### src/rtl/cfg_serial_slave.sv
`timescale 1ns/1ps
module cfg_serial_slave #(
  parameter int         NUM_BYTES   = 6,
  parameter int         DUMMY_BYTES = 2,
  parameter logic [6:0] DEV_ADDR    = 7'h69,
  parameter logic [7:0] RST_FIRST   = 8'h00,
  parameter logic [7:0] RST_OTHER   = 8'hFF
) (
  input  logic                   clk,
  input  logic                   rst_n,
  input  logic                   scl_i,
  input  logic                   sda_i,
  output logic                   sda_oe,
  output logic [NUM_BYTES*8-1:0] cfg_bytes
);
  localparam int IDXW = $clog2(NUM_BYTES + 1);
  localparam int DW   = $clog2(DUMMY_BYTES + 1);
  localparam logic [IDXW-1:0] IDX_END = IDXW'(NUM_BYTES);
  localparam logic [DW-1:0]   DUM_END = DW'(DUMMY_BYTES);

  typedef enum logic [2:0] {S_IDLE, S_ADDR, S_WR, S_RD, S_IGN} state_t;

  state_t          state;
  logic [2:0]      scl_s, sda_s;
  logic [3:0]      bitcnt;
  logic [7:0]      shreg;
  logic [IDXW-1:0] byte_idx;
  logic [DW-1:0]   dcnt;

  wire scl      = scl_s[1];
  wire sda      = sda_s[1];
  wire scl_rise = scl_s[1] & ~scl_s[2];
  wire scl_fall = ~scl_s[1] & scl_s[2];
  wire start    = scl_s[1] & scl_s[2] & sda_s[2] & ~sda_s[1];
  wire stop     = scl_s[1] & scl_s[2] & ~sda_s[2] & sda_s[1];
  wire in_range = byte_idx < IDX_END;

  logic [NUM_BYTES*8+7:0] rd_ext;
  logic [7:0]             rd_byte;
  assign rd_ext  = {8'hFF, cfg_bytes};
  assign rd_byte = rd_ext[{byte_idx, 3'b000} +: 8];

  always_ff @(posedge clk or negedge rst_n) begin
    if (!rst_n) begin
      scl_s     <= 3'b111;
      sda_s     <= 3'b111;
      state     <= S_IDLE;
      bitcnt    <= '0;
      shreg     <= '0;
      byte_idx  <= '0;
      dcnt      <= '0;
      sda_oe    <= 1'b0;
      cfg_bytes <= {{(NUM_BYTES-1){RST_OTHER}}, RST_FIRST};
    end else begin
      scl_s <= {scl_s[1:0], scl_i};
      sda_s <= {sda_s[1:0], sda_i};
      if (start) begin
        state    <= S_ADDR;
        bitcnt   <= '0;
        byte_idx <= '0;
        dcnt     <= '0;
        sda_oe   <= 1'b0;
      end else if (stop) begin
        state  <= S_IDLE;
        sda_oe <= 1'b0;
      end else if (scl_rise) begin
        case (state)
          S_ADDR, S_WR: begin
            if (bitcnt < 4'd8) begin
              shreg  <= {shreg[6:0], sda};
              bitcnt <= bitcnt + 4'd1;
            end else if (bitcnt == 4'd8) begin
              bitcnt <= 4'd9;
            end
          end
          S_RD: begin
            if (bitcnt < 4'd8) begin
              bitcnt <= bitcnt + 4'd1;
            end else if (bitcnt == 4'd8) begin
              if (sda) begin
                state <= S_IGN;
              end else begin
                bitcnt <= 4'd9;
                if (in_range) byte_idx <= byte_idx + 1'b1;
              end
            end
          end
          default: ;
        endcase
      end else if (scl_fall) begin
        case (state)
          S_ADDR: begin
            if (bitcnt == 4'd8) begin
              if (shreg[7:1] == DEV_ADDR) sda_oe <= 1'b1;
              else state <= S_IGN;
            end else if (bitcnt == 4'd9) begin
              bitcnt <= '0;
              if (shreg[0]) begin
                state  <= S_RD;
                shreg  <= rd_byte;
                sda_oe <= ~rd_byte[7];
              end else begin
                state  <= S_WR;
                sda_oe <= 1'b0;
              end
            end
          end
          S_WR: begin
            if (bitcnt == 4'd8) begin
              sda_oe <= 1'b1;
              if (dcnt < DUM_END) begin
                dcnt <= dcnt + 1'b1;
              end else if (in_range) begin
                cfg_bytes[{byte_idx, 3'b000} +: 8] <= shreg;
                byte_idx <= byte_idx + 1'b1;
              end
            end else if (bitcnt == 4'd9) begin
              sda_oe <= 1'b0;
              bitcnt <= '0;
            end
          end
          S_RD: begin
            if (bitcnt >= 4'd1 && bitcnt <= 4'd7) begin
              shreg  <= {shreg[6:0], 1'b0};
              sda_oe <= ~shreg[6];
            end else if (bitcnt == 4'd8) begin
              sda_oe <= 1'b0;
            end else if (bitcnt == 4'd9) begin
              bitcnt <= '0;
              shreg  <= rd_byte;
              sda_oe <= ~rd_byte[7];
            end
          end
          default: ;
        endcase
      end
    end
  end

  wire unused_ok = scl;
endmodule


### config.mk
export PLATFORM = sky130hd
export DESIGN_NAME = cfg_serial_slave
export DESIGN_NICKNAME = d
export VERILOG_FILES = /design/src/rtl/cfg_serial_slave.sv
export SDC_FILE = /design/constraint.sdc
export NUM_CORES = 1
export LEC_CHECK = 0
export CORE_MARGIN = 2
export CORE_UTILIZATION = 35
export DETAILED_ROUTE_END_ITERATION = 16
export SLEW_MARGIN = 20
export SYNTH_ARGS = -nofsm -noshare
export SYNTH_HDL_FRONTEND = slang
export SYNTH_SLANG_ARGS = --single-unit
### constraint.sdc
create_clock -name clk -period 2.77 [get_ports clk]
set_input_delay 0.554 -clock clk [delete_from_list [all_inputs] [get_ports clk]]
set_output_delay 0.554 -clock clk [all_outputs]
set_load 0.02 [all_outputs]
==> impl_summary.txt <==
----------------------------------------------------
[Layout]
  Area occupied by multi-input gates ... 2260 um2
  Final Instance Count excl. Fillers ... 637
  Flip-flop and latch area ... 1934 um2
  Total number of nets in the final design ... 480
  Layout cells sized above 1 ... 29.85%
  Layout overhead on the synthesized area ... 24.07%
  Number of diodes ... 0
  Number of fill cells in the layout ... 1144

[Logic synthesis]
  Number of enable-type register cells in the synthesized netlist ... 0
  Mapped Area ... 4360 um2
  Top cell type's share of synthesized area ... 27.72%
  Main synth FF type ... dfstp_2
  Library cell occupying the most area in the post-synthesis netlist ... dfstp_2
  Number of warnings issued by yosys ... 0
  Synthesized area divided by synthesized cell count ... 10.79 um2
  Synthesized Nets ... 420
  Synth top area cells ... dfstp_2 (28%), dfrtp_1 (17%), mux2_2 (12%)
  Number of flip-flops and latches in the synthesized netlist ... 75
  Number of distinct standard cells referenced by the synthesized netlist ... 56
  Fraction of the yosys area taken by sequential cells ... 44.36%
  Fraction of registers with async set/reset ... 100.0%
  Post-Synthesis Cells ... 404

[Clock tree]
  Number of buffers inserted by hold repair at cts ... 0
  Level count of the clock H-tree ... 3
  CTS max path bufs ... 2
  Clock buffer count from CTS ... 9
  Clock insertion delay at the later pin of the skew report ... 0.33 ns
  Post-CTS repair timing setup buffer count ... 0
  Clock root buffer ... clkbuf_16
  Clk slew on worst S/H paths ... 0.06 ns
  Number of instances resized during post-cts repair ... 0
  Clock tree from TritonCTS ... built
  Number of clock sinks seen by CTS ... 75

[Timing]
  Worst hold slack ... 0.3567 ns
  Setup Viol. Count Final ... 0
  Worst setup skew after layout ... 0.007551 ns
  Slew margin rel. ... 35.44%
  Final number of hold-violating endpoints ... 0
  Post-Route Setup TNS ... 0 ns
  Transition time at the pin with the least slew margin ... 0.9684 ns
  Share of the cycle needed by the critical path after routing ... 88.51%
  Final count of pins violating max slew ... 0
  RSZ-0062 raised after global routing ... no
  Post-layout min period ... 2.452 ns
  Achievable Freq ... 407.9 MHz

[Floorplan]
  Area of the core ... 12060 um2
  Starting density of the core ... 36.15%
  Area of the die ... 13370 um2
  I/O pin count ... 53
  Overall die width ... 115.6 um
  Vert. Die Dim ... 115.6 um
  Row count ... 40

[Route]
  Via count normalized by instance count ... 5.424
  Vias post-DR ... 3455
  Count of TritonRoute iterations in the first routing pass ... 4
  Detailed Route WL ... 12410 um
  Avg WL per Cell ... 19.49 um
  Number of nets with antenna violations after detailed routing ... 0
  1st-iter DRT viols ... 179
  Number of design rule violations left after detail routing ... 0

[Flow run]
  Number of maximum-capacitance violations ... 0

[Global route]
  Global-route usage over all layers ... 19.38%
  Overflow left after global routing ... 0
  Largest net degree at the start of global routing ... 76
  Wire length of the first global-routing pass ... 19620 um
  Antenna violations before repair ... 0
  Vias in the first global route ... 3568

[Placement]
  Cell count after placement ... 621
  Number of I/O port buffers ... 52
  HPWL after detailed placement ... 8529 um
  Final weighted congestion of routability-driven global placement ... 0.9429

[Worst setup path]
  Required @ worst endpoint ... 3.03 ns
  Reg2Reg Depth ... 6
  Arrival time worst endpoint ... 2.72 ns
  Reg2Reg Launch Point ... scl_s[2]
  Reg-to-reg endpoint ... cfg_bytes[34]
  Kind of launch point of the worst setup path ... flop
  Register-to-register setup slack ... 0.32 ns
  Nature of the critical path endpoint ... flop
  Worst-path fanout max ... 8
  Critical path class ... flop to flop

[Worst hold path]
  Hold Path Class ... flop to flop
  Hold endpoint ... sda_s[1]
  Hold path depth ... 0
  Worst hold path startpoint ... sda_s[0]

[Pwr]
  Net switching share of the total power ... 30.67%
  Clock share of power ... 39.2%
  Standby leakage power ... 2.249 nW
  Power Dens Cells ... 522.6 nW/um2
  Total power ... 2.827 mW
  Internal Dissipation ... 1.960 mW
  Worst-case vdd ir drop ... 0.3664 mV
  Combinational share of power ... 18.5%
  Share of total power in sequential cells ... 42.4%
  Net switching power ... 0.8672 mW

[Run status]
  Result of the run ... completed

----------------------------------------------------
registers in the layout (all words and copies together), names as in the netlist:
| name | cells |
|---|---|
| cfg_bytes | 48 |
| state | 3 |
| scl_s | 3 |
| shreg | 8 |
| dcnt | 2 |
| sda_s | 3 |
| sda_oe | 1 |
| byte_idx | 3 |
| bitcnt | 4 |
stage by stage:
step / utilization, % / instance area (um2) / worst slack (ns)
final: 44.85 / 5410 / 0.3183
after global routing: 44.85 / 5410 / 0.1634
after CTS: 44.85 / 5410 / 0.2944
after detailed placement: 42.55 / 5132 / 0.3110
after global placement: 42.55 / 5132 / 0.3319
after floorplan: - / 4360 / 0.1097
worst max path at each step:
stage | slack [ns] | from | end
detailed placement | 0.31 | scl_s[2] | cfg_bytes[39]
floorplan | 0.11 | byte_idx[0] | cfg_bytes[22]
CTS | 0.29 | scl_s[2] | cfg_bytes[39]
finish | 0.32 | scl_s[2] | cfg_bytes[34]
global route | 0.16 | bitcnt[0] | bitcnt[0]
global placement | 0.33 | scl_s[2] | cfg_bytes[34]
critical path: stages (launching register included):
cell	delay, ns
dfstp_2	0.54
inv_1	0.05
ha_1	0.23
or4b_4	0.54
nor4b_4	0.39
nand2_2	0.29
mux2_2	0.34
cell usage after synthesis (2+ instances only):
cell and instances:
o2111ai_1 2, ha_1 12, a31oi_1 2, mux2i_1 24, a21o_1 2, a22oi_1 3, a21oi_1 16, nor3b_1 6
and3_1 7, dfstp_2 46, o311ai_0 2, a211oi_1 2, nand3_1 4, nand2b_1 11, mux4_2 7, nor2_1 19
nand2_2 4, and4b_1 2, nor2b_1 6, o2bb2ai_1 9, o21bai_1 2, o21ai_0 17, and3b_1 4, nor3_1 6
buf_1 2, nand3b_1 7, nand2_1 35, clkbuf_1 13, dfrtp_1 29, buf_2 4, o211ai_1 2, inv_1 24
o21a_1 2, mux2_2 46, o22ai_1 3, a211o_1 2
kinds of logic (layout without fill, tap and decap cells):
kind of cell    Yosys count  after routing  share of synthesized area, %
xor+xnor                  1              1                        0.2009
fa+ha+maj                12             12                         3.443
mux                      77             77                         21.00
buf+inv                  43            108                         3.817
flops                    75             75                         44.36
simple gates            121            121                         15.64
compound gates           75             75                         11.54
power by group through the flow:
stage | Sequential [mW] | Combinational, mW | Clock (mW)
final | 1.20 | 0.523 | 1.11
after global routing | 1.20 | 0.575 | 1.19
after detailed placement | 1.21 | 0.516 | 0
after floorplan | 1.19 | 0.348 | 0
after CTS | 1.20 | 0.521 | 1.15
after global placement | 1.21 | 0.513 | 0
final cells by class:
class                           count  share of cell area [%]
Tap cell                          168                   3.885
Clock inverter                      5                  0.6475
Inverter                           24                   1.665
Sequential cell                    75                   35.75
Timing Repair Buffer               68                   11.79
Multi-Input combinational cell    286                   41.77
Clock buffer                       11                   4.487
per-layer routing:
layer  track usage, %  share of wire, %
met5                0                 0
met2            31.15                49
met1            25.72                44
met4            7.619               2.4
met3            4.079               5.2
layout by cell type, fill, tap and decap left out, drive strengths merged, types with 12 or more instances in the layout:
| cell type | synthesis | routed |
|---|---|---|
| ha | 12 | 12 |
| mux2i | 24 | 24 |
| inv | 24 | 26 |
| buf | 6 | 17 |
| o21ai | 17 | 17 |
| nor2 | 19 | 19 |
| nand2 | 39 | 39 |
| a21oi | 16 | 16 |
| dfrtp | 29 | 29 |
| clkdlybuf4s50 | 0 | 51 |
| mux2 | 46 | 46 |
| dfstp | 46 | 46 |
Power figures use the tool's default switching activity.
